File: config.mk
export PLATFORM = sky130hd
export DESIGN_NAME = pwr_btn_guard
export DESIGN_NICKNAME = d
export VERILOG_FILES = /design/src/rtl/pwr_btn_pkg.sv /design/src/rtl/pwr_btn_timer.sv /design/src/rtl/pwr_btn_ctrl.sv /design/src/rtl/pwr_btn_guard.sv
export SDC_FILE = /design/constraint.sdc
export NUM_CORES = 1
export LEC_CHECK = 0
export BUFFER_PORTS_ARGS = -buffer_cell sky130_fd_sc_hd__buf_2
export CAP_MARGIN = 20
export CORE_MARGIN = 1
export CORE_UTILIZATION = 63
export CTS_BUF_LIST = sky130_fd_sc_hd__clkbuf_8
export CTS_CLUSTER_DIAMETER = 100
export DETAILED_ROUTE_END_ITERATION = 16
export HOLD_SLACK_MARGIN = 0.12
export PLACE_DENSITY = 0.89
export SLEW_MARGIN = 20
export SYNTH_ARGS = -nofsm -noshare
export SYNTH_HDL_FRONTEND = slang
export SYNTH_SLANG_ARGS = --single-unit
File: constraint.sdc
create_clock -name clk -period 3 [get_ports clk]
set_input_delay 0.6 -clock clk [delete_from_list [all_inputs] [get_ports clk]]
set_output_delay 0.6 -clock clk [all_outputs]
set_load 0.005 [all_outputs]
File: src/rtl/pwr_btn_pkg.sv
package pwr_btn_pkg;
  // Strobes from the control section to the timer datapath.
  typedef struct packed {
    logic arm;       // press edge: restart the hold count
    logic cancel;    // release, or suspend reached while held
    logic rstStart;  // begin a system reset pulse
  } ctlStrobes_t;
endpackage

File: src/rtl/pwr_btn_timer.sv
module pwr_btn_timer
  import pwr_btn_pkg::*;
#(
  parameter int HOLD_TICKS = 8000,
  parameter int RST_TICKS  = 1
) (
  input  logic        clk,
  input  logic        rstN,
  input  logic        tick,
  input  ctlStrobes_t strb,
  output logic        expire,
  output logic        sysRstN
);
  localparam int HW = $clog2(HOLD_TICKS + 1);
  localparam int RW = $clog2(RST_TICKS + 1);
  localparam logic [HW-1:0] HOLD_LAST = HW'(HOLD_TICKS - 1);
  localparam logic [RW-1:0] RST_LAST  = RW'(RST_TICKS - 1);

  logic          armed;
  logic [HW-1:0] holdCnt;
  logic          rstLow;
  logic [RW-1:0] rstCnt;

  // Cancel and a fresh arm both suppress expiry in their cycle.
  assign expire = tick && armed && (holdCnt == HOLD_LAST) && !strb.cancel && !strb.arm;

  always_ff @(posedge clk or negedge rstN) begin
    if (!rstN) begin
      armed   <= 1'b0;
      holdCnt <= '0;
    end else if (strb.cancel) begin
      armed <= 1'b0;
    end else if (strb.arm) begin
      armed   <= 1'b1;
      holdCnt <= '0;
    end else if (tick && armed) begin
      if (holdCnt == HOLD_LAST) armed <= 1'b0;
      else                      holdCnt <= holdCnt + 1'b1;
    end
  end

  always_ff @(posedge clk or negedge rstN) begin
    if (!rstN) begin
      rstLow <= 1'b0;
      rstCnt <= '0;
    end else if (strb.rstStart) begin
      rstLow <= 1'b1;
      rstCnt <= '0;
    end else if (rstLow && tick) begin
      if (rstCnt == RST_LAST) rstLow <= 1'b0;
      else                    rstCnt <= rstCnt + 1'b1;
    end
  end

  assign sysRstN = !rstLow;
endmodule

File: src/rtl/pwr_btn_ctrl.sv
module pwr_btn_ctrl
  import pwr_btn_pkg::*;
(
  input  logic        clk,
  input  logic        rstN,
  input  logic        btnPressed,
  input  logic        lidOpen,
  input  logic        chipOff,
  input  logic        suspendDone,
  input  logic        inG3,
  input  logic        resetCmd,
  input  logic        expire,
  output ctlStrobes_t strb,
  output logic        powerOnReq,
  output logic        forceShutdown
);
  logic btnPrev;
  logic lidPrev;
  logic pressEdge;
  logic lidEdge;
  logic suspendHeld;

  assign pressEdge   = btnPressed && !btnPrev;
  assign lidEdge     = lidOpen && !lidPrev;
  assign suspendHeld = suspendDone && btnPressed;

  always_comb begin
    strb.arm      = pressEdge;
    strb.cancel   = !btnPressed || suspendHeld;
    strb.rstStart = resetCmd;
  end

  always_ff @(posedge clk or negedge rstN) begin
    if (!rstN) begin
      btnPrev       <= 1'b0;
      lidPrev       <= 1'b0;
      powerOnReq    <= 1'b0;
      forceShutdown <= 1'b0;
    end else begin
      btnPrev    <= btnPressed;
      lidPrev    <= lidOpen;
      powerOnReq <= (pressEdge || lidEdge) && chipOff;
      // A set condition wins over the G3 clear.
      if (expire || suspendHeld) forceShutdown <= 1'b1;
      else if (inG3)             forceShutdown <= 1'b0;
    end
  end
endmodule

File: src/rtl/pwr_btn_guard.sv
module pwr_btn_guard
  import pwr_btn_pkg::*;
#(
  parameter int HOLD_TICKS = 8000,
  parameter int RST_TICKS  = 1
) (
  input  logic clk,
  input  logic rstN,
  input  logic tick,
  input  logic btnPressed,
  input  logic lidOpen,
  input  logic chipOff,
  input  logic suspendDone,
  input  logic inG3,
  input  logic resetCmd,
  output logic powerOnReq,
  output logic forceShutdown,
  output logic sysRstN
);
  ctlStrobes_t strb;
  logic        expire;

  pwr_btn_ctrl u_ctrl (
    .clk(clk), .rstN(rstN), .btnPressed(btnPressed), .lidOpen(lidOpen),
    .chipOff(chipOff), .suspendDone(suspendDone), .inG3(inG3),
    .resetCmd(resetCmd), .expire(expire), .strb(strb),
    .powerOnReq(powerOnReq), .forceShutdown(forceShutdown)
  );

  pwr_btn_timer #(.HOLD_TICKS(HOLD_TICKS), .RST_TICKS(RST_TICKS)) u_timer (
    .clk(clk), .rstN(rstN), .tick(tick), .strb(strb),
    .expire(expire), .sysRstN(sysRstN)
  );
endmodule

# Word-level counts from Yosys, hierarchy flattened
# Cells that the tools add are included.
# Widths: inputs -> output; s select.
# word_totals
out_inout_bits,3
ff_bits,20
# op_classes
mux,15
eq_ne,3
reduce_logical,26
addsub,2
bitwise_logic,1
# ops
op,count
$mux 13,3
$add 13x1->13 const B,1
$eq 13x13->1 const B,1
$mux 1,12
$logic_and 1x1->1,9
$logic_not 1->1,6
$reduce_bool 2->1,3
$reduce_bool 3->1,2
$ne 2x2->1 const B,2
$reduce_and 2->1,2
$logic_or 1x1->1,3
$reduce_and 3->1,1
$add 1x1->1 const B,1
$not 1->1,1

# Logic depth before layout (Yosys ltp)
# Gate-level depths: netlist of the first run.
# depth
depth_word,7
depth_mapped,5
ltp_nobuf,5

# Hierarchy
# Synthesis of the first run repeated with hierarchy kept, for this count alone.
# hier_totals
cells_unflattened,109
area_unflattened_um2,1067.3
# modules_own_cells
module,seq_area_each_um2,n_inst,area_each_um2,cells_per_inst
pwr_btn_timer,375.4,1,903.4,96
pwr_btn_ctrl,100.1,1,163.9,13

# Worst setup path before layout of the first run
# OpenSTA, ideal clock, no wires.
# synth_timing
path_type,input -> register
from,input port suspendDone
to,register u_timer.holdCnt[6]
n_path_buf,0
arrival_ns,1.606
setup_slack_ns,1.328
setup_ns,0.066
path_stages,4
path_cell_list,nand4b_1 > or3_1 > or4_1 > nand2_1
# synth_between
elab_chain_len,4
# synth_rtl
item,line,rtl
start: declaration,pwr_btn_guard.sv:13,"input logic suspendDone,"
$logic_and 1x1->1,pwr_btn_ctrl.sv:25,assign suspendHeld = suspendDone && btnPressed;
$logic_or 1x1->1,pwr_btn_ctrl.sv:29,strb.cancel = !btnPressed || suspendHeld;
$not 1->1 (no line),-,
$reduce_and 3->1 (no line),-,
end signal: assignment,pwr_btn_timer.sv:38,else holdCnt <= holdCnt + 1'b1;
end: declaration,pwr_btn_timer.sv:20,logic [HW-1:0] holdCnt;
# Every way passes these cells.
# A chain may end at the register's enable or synchronous reset.

# Worst setup path after layout of the first run
# Same ends and word-level chain as after synthesis.

==> reports/summary.json, run 1 <==
{
  "run_status": "complete, no violations",
  "yosys.area.top_type_share_pct": 49.3,
  "place.detailed.hpwl_um": 1340,
  "critical-path-top-delay-family": "simple AND/OR/NAND/NOR gates",
  "timing_worst_slew_pin_value_ps": 692,
  "synth-seq-area-share_pct": 49.3,
  "syn_inst": 95,
  "cts_hold_buf": 0,
  "clock_power_share_pct": 36.1,
  "netlist-cell-type-count": 34,
  "required_time_reported_for_the_critical_path_endpoint_ps": 3190,
  "leading_area_contributor_after_synthesis": "sky130_fd_sc_hd__dfrtp_1",
  "cp-end-kind": "register",
  "final.fill_count": 95,
  "maximum_fanout_along_the_worst_path": 13,
  "first_global_vias": 658,
  "ir_worst_vdd_uv": 319,
  "grt_antenna_before_repair": 0,
  "grt_pass1_wl_um": 2990,
  "synth_edf_count": 0,
  "slew_viol_final": 0,
  "dp.cells": 119,
  "drcViolationCount": 0,
  "grt.total_usage_pct": 27.4,
  "p_seq_share_pct": 57.7,
  "crit_arrival_ps": 2270,
  "sw_share_pct": 21.2,
  "max-slew-margin-rel_pct": 53.7,
  "number_of_i_o_port_buffers": 11,
  "drt_iter0_markers": 23,
  "dieArea_mm2": 0.00169,
  "total_vias_in_the_final_route": 775,
  "post_synth_instance_area_um2": 965,
  "gr-max-usage-layer": "met2",
  "yosys_register_bits": 19,
  "postSynthAreaPerCell_um2": 10.2,
  "grt_max_degree": 20,
  "initial_core_util_pct": 70.6,
  "setup_viol_count_final": 0,
  "cts.repair.resized": 0,
  "first_pass_iteration_count_of_the_detailed_router": 4,
  "groute.layer.met3.usage_pct": 3.26,
  "clk_pin_slew_worst_paths_ps": 60,
  "totalNegativeSetupSlack_ps": 0,
  "min-delay-path-class": "in2async",
  "die-height_um": 41.1,
  "postSynth.asyncResetShare_pct": 100,
  "finalCritPeriodShare_pct": 69.3,
  "synth.most_common_cell": "sky130_fd_sc_hd__dfrtp_1",
  "proportion_of_layout_cells_with_a_drive_suffix_above_1_pct": 17.6,
  "final.min_clock_period_ps": 2080,
  "postRouteWirelength_um": 1860,
  "numCtsBuffers": 3,
  "grt-ovfl-total": 0,
  "synth_ff_type": "sky130_fd_sc_hd__dfrtp_1",
  "leakage_nw": 0.482,
  "max_cap_violations": 0,
  "htree_levels": 1,
  "wl_per_cell_um": 15.1,
  "power_frac_comb_pct": 6.2,
  "yosys_warnings": 0,
  "antenna_violating_nets_post_route": 0,
  "critical-path-max-stage-delay_ps": 530,
  "die_x_um": 41.1,
  "critical_path.n_buffers_inverters": 1,
  "diodes": 0,
  "number_of_placement_rows": 13,
  "power_report.internal_total_uw": 364,
  "hold_violations": 0,
  "tritoncts": "yes",
  "multi_input_area_um2": 469,
  "synth_area_leaders": "sky130_fd_sc_hd__dfrtp_1 49%, sky130_fd_sc_hd__xnor2_1 5.4%, sky130_fd_sc_hd__nor2_1 3.5%",
  "register_area_um2": 475,
  "worst_clock_skew_ps": 1.74,
  "finish.cell_count_without_fillers": 123,
  "cts_num_sinks": 19,
  "cts_setup_buffers": 0,
  "power.net_switching_uw": 98.1,
  "grtUsageMet2_pct": 41.8,
  "finalWeightedCongestion": 0.867,
  "cellPowerDensity_mw_per_mm2": 430,
  "synth.net_count": 105,
  "skew_pair_late_insertion_delay_ps": 250,
  "synthTopCellsByCount": "19 x sky130_fd_sc_hd__dfrtp_1, 9 x sky130_fd_sc_hd__nor2_1, 8 x sky130_fd_sc_hd__nand2_1",
  "final_design_area_no_fill_mm2": 0.00107,
  "io-pin-count": 12,
  "place_area_mm2": 0.00103,
  "cpMaxStageDelayCell": "sky130_fd_sc_hd__or3_1",
  "cp-start-kind": "input pin",
  "fp.coreArea_mm2": 0.00137,
  "clockBufferDepth": 2,
  "grt_util_met1_pct": 38.5,
  "post_drt_via_cell_ratio": 6.30,
  "finalNetCount": 119,
  "path_class": "in2reg",
  "flow.area_growth_from_synthesis_pct": 11.4,
  "grt_setup_unrepaired": "false",
  "max_freq_ghz": 0.481,
  "ctsRootBufferMaster": "sky130_fd_sc_hd__clkbuf_8",
  "crit_path_cell_trace": "buf_2 > nand4b_1 > or3_1 > or4_1 > nand2_1"
}
[layout by cell type (no fill, tap or decap), drive strengths merged]
cell type  instances
and4b              1
o21ai              2
nand2              8
nand4              5
a21oi              2
or4                5
buf               11
nor4               5
a31oi              1
o22ai              1
dfrtp             19
or3b               1
nand3              6
nand3b             1
nand4b             1
a22oi              1
a21boi             1
clkbuf             3
ha                 1
inv                4
or3                1
mux2i              1
o211ai             2
o31ai              2
xnor2              6
o21bai             1
or2                1
nor2               9
nand2b             4
nor3               2
[sequential cells by signal (all words and copies together) (netlist names)]
name                  cells
u_ctrl.powerOnReq         1
u_timer.holdCnt          13
u_timer.rstLow            1
u_ctrl.forceShutdown      1
u_timer.armed             1
u_ctrl.btnPrev            1
u_ctrl.lidPrev            1
[path summary, 6_finish.rpt]
path	start	to	slack (ps)	depth (start not counted)
hold reg to reg	u_timer.rstLow$_DFFE_PN0P_	u_timer.rstLow$_DFFE_PN0P_	520	2
setup reg to reg	u_timer.armed$_DFFE_PN0P_	u_timer.holdCnt[6]$_DFFE_PN0P_	1090	4
min in group clk	lidOpen	u_ctrl.lidPrev$_DFF_PN0_	470	1
hold / removal	rstN	u_timer.holdCnt[6]$_DFFE_PN0P_	270	1
max in group asynchronous	rstN	u_timer.holdCnt[5]$_DFFE_PN0P_	2440	1
setup / recovery	suspendDone	u_timer.holdCnt[6]$_DFFE_PN0P_	920	5
[through the flow]
step	total power [mW]	worst slack, ps	utilization, %	hold slack [ps]
after floorplan	0.282	1330	-	304
after global placement	0.298	781	75.4	489
after detailed placement	0.300	712	75.4	505
after CTS	0.465	963	78.7	281
after global routing	0.480	836	78.7	321
final	0.462	921	78.7	270
[per-layer routing]
metal  up-vias  share of wire (%)
li1        379                  -
met1       364                 49
met2        27                 45
met3         5                4.2
met4         0                1.7
met5         -                  0
[power groups by stage]
stage | sequential [mW] | combinational (mW) | clock (mW)
3_3_place_gp | 0.271 | 0.0274 | 0
2_1_floorplan | 0.271 | 0.0115 | 0
4_1_cts | 0.266 | 0.0289 | 0.170
5_1_grt | 0.267 | 0.0334 | 0.179
6_report | 0.267 | 0.0286 | 0.167
3_5_place_dp | 0.271 | 0.0288 | 0
[cell families (layout without fill, tap and decap cells)]
family	after synthesis	in the layout	share of synthesized area (%)
AND/OR/NAND/NOR	50	50	32.0
adder cells (fa/ha/maj)	1	1	1.30
buffers and inverters	5	18	2.07
XOR/XNOR	6	6	5.45
flip-flops	19	19	49.3
multiplexers	1	1	1.04
AO/OA/AOI/OAI	13	13	8.82
[cell type report]
class	instances	area share, %
clock buffer	3	3.84
clock inverter	1	0.349
inverter	3	1.05
multi-input combinational	71	43.7
sequential	19	44.2
tap	15	1.75
timing repair buffer	11	5.12
[worst register-to-register path: cells and delay by family, from the launching register on]
family	cells	cell delay (ps)
flip-flops	1	370
AND/OR/NAND/NOR	4	1480
(Power assumes the default switching activity.)
==> inputs of run 2 (changes only) <==
CORE_UTILIZATION = 58   (was 63)
PLACE_DENSITY = 0.83   (was 0.89)
clock period = 2.2 ns   (was 3 ns; I/O delays follow)
==> reports/summary.json, run 2 (same netlist as run 1, synthesis figures left out) <==
{
  "max_cap_violations": 0,
  "registers.top_by_ff_count": "u_timer.holdCnt",
  "register_area_um2": 475,
  "place_area_mm2": 0.00105,
  "finalNetCount": 121,
  "cp-end-kind": "register",
  "tritoncts": "yes",
  "skew_pair_late_insertion_delay_ps": 250,
  "finish.utilization_pct": 71.7,
  "total_vias_in_the_final_route": 793,
  "max-slew-margin-rel_pct": 67.8,
  "number_of_i_o_port_buffers": 11,
  "crit_arrival_ps": 2020,
  "drcViolationCount": 0,
  "grt_max_degree": 20,
  "cp-start-kind": "register",
  "clockBufferDepth": 2,
  "timing.rr.start": "u_timer.holdCnt[0]$_DFFE_PN0P_",
  "wl_per_cell_um": 15.8,
  "totalNegativeSetupSlack_ps": 0,
  "fp.coreArea_mm2": 0.00152,
  "clk_pin_slew_worst_paths_ps": 70,
  "leakage_nw": 0.490,
  "critical_path_origin": "u_timer.holdCnt[0]$_DFFE_PN0P_",
  "final.fill_count": 118,
  "cts_setup_buffers": 0,
  "numCtsBuffers": 3,
  "largest_register_ffs": 13,
  "die_x_um": 42.8,
  "grt.total_usage_pct": 25.0,
  "cts_hold_buf": 0,
  "crit_path_cell_trace": "ha_1 > nand3_2 > or4_4 > nand3_1 > mux2i_1",
  "htree_levels": 1,
  "antenna_violating_nets_post_route": 0,
  "number_of_placement_rows": 14,
  "cpMaxStageDelayCell": "sky130_fd_sc_hd__or4_4",
  "run_status": "complete, no violations",
  "path_class": "reg2reg",
  "diodes": 0,
  "worst_clock_skew_ps": 2.93,
  "most-common-layout-cells": "19 x sky130_fd_sc_hd__dfrtp_1, 11 x sky130_fd_sc_hd__buf_2, 9 x sky130_fd_sc_hd__nor2_1",
  "initial_core_util_pct": 63.3,
  "slew_viol_final": 0,
  "maximum_fanout_along_the_worst_path": 8,
  "critical-path-max-stage-delay_ps": 600,
  "grt_setup_unrepaired": "false",
  "io-pin-count": 12,
  "setup_viol_count_final": 0,
  "first_global_vias": 728,
  "ctsRootBufferMaster": "sky130_fd_sc_hd__clkbuf_8",
  "critical-path-top-delay-family": "simple AND/OR/NAND/NOR gates",
  "drt_iter0_markers": 18,
  "dieArea_mm2": 0.00183,
  "final_design_area_no_fill_mm2": 0.00109,
  "finalCritPeriodShare_pct": 83.6,
  "proportion_of_layout_cells_with_a_drive_suffix_above_1_pct": 20.0,
  "ir_worst_vdd_uv": 348,
  "post_drt_via_cell_ratio": 6.29,
  "multi_input_area_um2": 469,
  "required_time_reported_for_the_critical_path_endpoint_ps": 2380,
  "grt-ovfl-total": 0,
  "holdWs_ps": 114,
  "postRouteWirelength_um": 1990,
  "cts_num_sinks": 19,
  "min-delay-path-class": "in2async",
  "hold_violations": 0,
  "final.min_clock_period_ps": 1840,
  "finalWeightedCongestion": 0.794,
  "fin_total_pwr_uw": 640,
  "grt_pass1_wl_um": 3330,
  "cts.repair.resized": 0,
  "cellPowerDensity_mw_per_mm2": 586,
  "layout_commonest_cell": "sky130_fd_sc_hd__dfrtp_1",
  "first_pass_iteration_count_of_the_detailed_router": 4,
  "grt_antenna_before_repair": 0,
  "critical_path.n_buffers_inverters": 0,
  "max_freq_ghz": 0.544,
  "place.detailed.hpwl_um": 1430,
  "die-height_um": 42.8,
  "timing_worst_slew_pin_value_ps": 480,
  "flow.area_growth_from_synthesis_pct": 13.2
}
-- run 2: cell types whose count changed in the layout (fill, tap and decap cells not counted), sizes merged --
cell,delta
buf,+2
inv,-1
clkinv,+1
-- run 2: through the flow --
step / std cells / setup WS, ps
floorplan: 95 / 573
global route: 126 / 286
finish: 126 / 360
global placement: 122 / 421
detailed placement: 122 / 388
CTS: 126 / 377
-- run 2: final cells by class --
cell class,instances,share of cell area [%]
Sequential cell,19,43.5
Multi-Input combinational cell,71,43.0
Timing Repair Buffer,13,6.41
Clock buffer,3,3.78
Tap cell,16,1.83
Inverter,3,1.03
Clock inverter,1,0.458
-- run 2: layer usage --
layer	vias to the layer above	track usage, %	part of all wire [%]
met5	-	0	0
met4	0	11.3	2.4
met3	9	3.83	4.9
met2	32	41.5	48
met1	373	31.9	45
li1	379	-	-
-- run 2: final timing paths --
path / endpoint / slack, ps / cells after the start
setup / recovery: u_timer.holdCnt[5]$_DFFE_PN0P_ / 360 / 5
hold / removal: u_timer.holdCnt[0]$_DFFE_PN0P_ / 110 / 1
setup reg to reg: u_timer.holdCnt[5]$_DFFE_PN0P_ / 360 / 5
hold reg to reg: u_timer.armed$_DFFE_PN0P_ / 530 / 1
max in group asynchronous: u_ctrl.powerOnReq$_DFF_PN0_ / 1780 / 1
min in group clk: u_ctrl.lidPrev$_DFF_PN0_ / 310 / 1
-- run 2: report_power, final --
part | internal [mW] | switching (mW) | total, mW
sequential | 0.358 | 0.00653 | 0.364
combinational | 0.0166 | 0.0245 | 0.0411
clock | 0.126 | 0.109 | 0.235
total | 0.500 | 0.140 | 0.640
-- run 2: worst register-to-register path, stage by stage, from the launching register on --
cell	delay, ps
sky130_fd_sc_hd__dfrtp_1	430
sky130_fd_sc_hd__ha_1	220
sky130_fd_sc_hd__nand3_2	200
sky130_fd_sc_hd__or4_4	600
sky130_fd_sc_hd__nand3_1	130
sky130_fd_sc_hd__mux2i_1	190
==> inputs of run 3 (changes only) <==
clock period = 1.7 ns   (was 2.2 ns; I/O delays follow)
==> reports/summary.json, run 3 (same netlist as run 1, synthesis figures left out) <==
{
  "run_status": "complete, no violations",
  "fin_total_pwr_uw": 851,
  "proportion_of_layout_cells_with_a_drive_suffix_above_1_pct": 27.7,
  "max_freq_ghz": 0.598,
  "critical_path_origin": "u_timer.holdCnt[6]$_DFFE_PN0P_",
  "hp-start": "lidOpen",
  "timing_worst_slew_pin_value_ps": 428,
  "drt_iter0_markers": 33,
  "post_drt_via_cell_ratio": 6.07,
  "postRouteWirelength_um": 2140,
  "cts_num_sinks": 19,
  "finish.cell_count_without_fillers": 135,
  "flow.area_growth_from_synthesis_pct": 21.7,
  "finalCritPeriodShare_pct": 98.3,
  "maximum_fanout_along_the_worst_path": 4,
  "final.min_clock_period_ps": 1670,
  "registers.top_by_ff_count": "u_timer.holdCnt",
  "first_global_vias": 753,
  "worst_clock_skew_ps": 2.25,
  "max_cap_violations": 0,
  "numCtsBuffers": 3,
  "finish.utilization_pct": 77.0,
  "clk_pin_slew_worst_paths_ps": 70,
  "tritoncts": "yes",
  "antenna_violating_nets_post_route": 0,
  "totalNegativeSetupSlack_ps": 0,
  "io-pin-count": 12,
  "required_time_reported_for_the_critical_path_endpoint_ps": 1880,
  "place.detailed.hpwl_um": 1470,
  "first_pass_iteration_count_of_the_detailed_router": 4,
  "slew_viol_final": 0,
  "ctsRootBufferMaster": "sky130_fd_sc_hd__clkbuf_8",
  "leakage_nw": 0.532,
  "register_area_um2": 475,
  "htree_levels": 1,
  "grt_max_degree": 20,
  "setup.reg_to_reg.worst_slack_ps": 30,
  "crit_arrival_ps": 1850,
  "path_class": "reg2reg",
  "grt_antenna_before_repair": 0,
  "finalNetCount": 130,
  "clockBufferDepth": 2,
  "setup_viol_count_final": 0,
  "cp-start-kind": "register",
  "multi_input_area_um2": 480,
  "finalWeightedCongestion": 0.865,
  "dp.cells": 128,
  "die_x_um": 42.8,
  "grt-ovfl-total": 0,
  "min-delay-path-class": "in2reg",
  "grt.total_usage_pct": 26.9,
  "hold_violations": 0,
  "ir_worst_vdd_uv": 513,
  "timing.rr.start": "u_timer.holdCnt[6]$_DFFE_PN0P_",
  "number_of_placement_rows": 14,
  "dieArea_mm2": 0.00183,
  "initial_core_util_pct": 63.3,
  "wl_per_cell_um": 15.8,
  "fp.coreArea_mm2": 0.00152,
  "layout_commonest_cell": "sky130_fd_sc_hd__dfrtp_1",
  "die-height_um": 42.8,
  "skew_pair_late_insertion_delay_ps": 260,
  "drcViolationCount": 0,
  "diodes": 0,
  "total_vias_in_the_final_route": 819,
  "grt_setup_unrepaired": "true",
  "cellPowerDensity_mw_per_mm2": 725,
  "largest_register_ffs": 13,
  "grt_pass1_wl_um": 3520,
  "most-common-layout-cells": "19 x sky130_fd_sc_hd__dfrtp_1, 11 x sky130_fd_sc_hd__buf_2, 10 x sky130_fd_sc_hd__buf_4",
  "number_of_i_o_port_buffers": 11,
  "final.fill_count": 115,
  "max-slew-margin-rel_pct": 71.5,
  "cp-end-kind": "register"
}
-- run 3: per-stage QoR --
step	hold slack (ps)	instance area, um^2	setup WS (ps)
CTS	202	1150	13.9
floorplan	44.4	965	72.6
detailed placement	299	1090	20.3
global placement	288	1090	-9.09
global route	203	1170	-40.2
finish	200	1170	28.8
-- run 3: critical path, cell delays in order, from the launching register on --
cell                      delay (ps)
sky130_fd_sc_hd__dfrtp_1         410
sky130_fd_sc_hd__or3b_4          430
sky130_fd_sc_hd__or4_4           470
sky130_fd_sc_hd__nand3_2         100
sky130_fd_sc_hd__mux2i_1         190
-- run 3: final timing paths --
check                      cells after the start                             end
min reg2reg                                    1       u_timer.armed$_DFFE_PN0P_
min in group asynchronous                      2     u_ctrl.powerOnReq$_DFF_PN0_
min                                            1        u_ctrl.lidPrev$_DFF_PN0_
max                                            4  u_timer.holdCnt[5]$_DFFE_PN0P_
max reg2reg                                    4  u_timer.holdCnt[5]$_DFFE_PN0P_
max in group asynchronous                      2  u_timer.holdCnt[5]$_DFFE_PN0P_
-- run 3: area by class of cell --
cell class                      count  share of cell area (%)
Tap cell                           16                    1.71
Multi-Input combinational cell     71                    40.9
Sequential cell                    19                    40.5
Clock buffer                        3                    3.52
Timing Repair Buffer               22                    11.9
Inverter                            3                   0.959
Clock inverter                      1                   0.426
-- run 3: repair_timing --
| action | 4_1_cts | 5_1_grt |
|---|---|---|
| pin swaps | 0 | 1 |
| gates resized for setup | 0 | 3 |
| endpoints found under the hold margin | 19 | 0 |
| endpoints found under the setup margin | 1 | 2 |
| buffers inserted | 1 | 1 |
| hold buffers | 1 | 0 |
-- run 3: metal layers --
| layer | share of wire (%) | global-route usage, % | vias up |
|---|---|---|---|
| met2 | 50 | 43.9 | 28 |
| met4 | 1.7 | 8.75 | 0 |
| met3 | 4.3 | 6.38 | 4 |
| li1 | - | - | 395 |
| met5 | 0 | 0 | - |
| met1 | 44 | 35.1 | 392 |
-- run 3: report_power, final --
group	internal [mW]	switching, mW	leakage [nW]	total, mW
clock network	0.163	0.155	0.0255	0.318
logic	0.0295	0.0357	0.253	0.0652
registers	0.463	0.00557	0.254	0.468
total	0.655	0.196	0.532	0.851
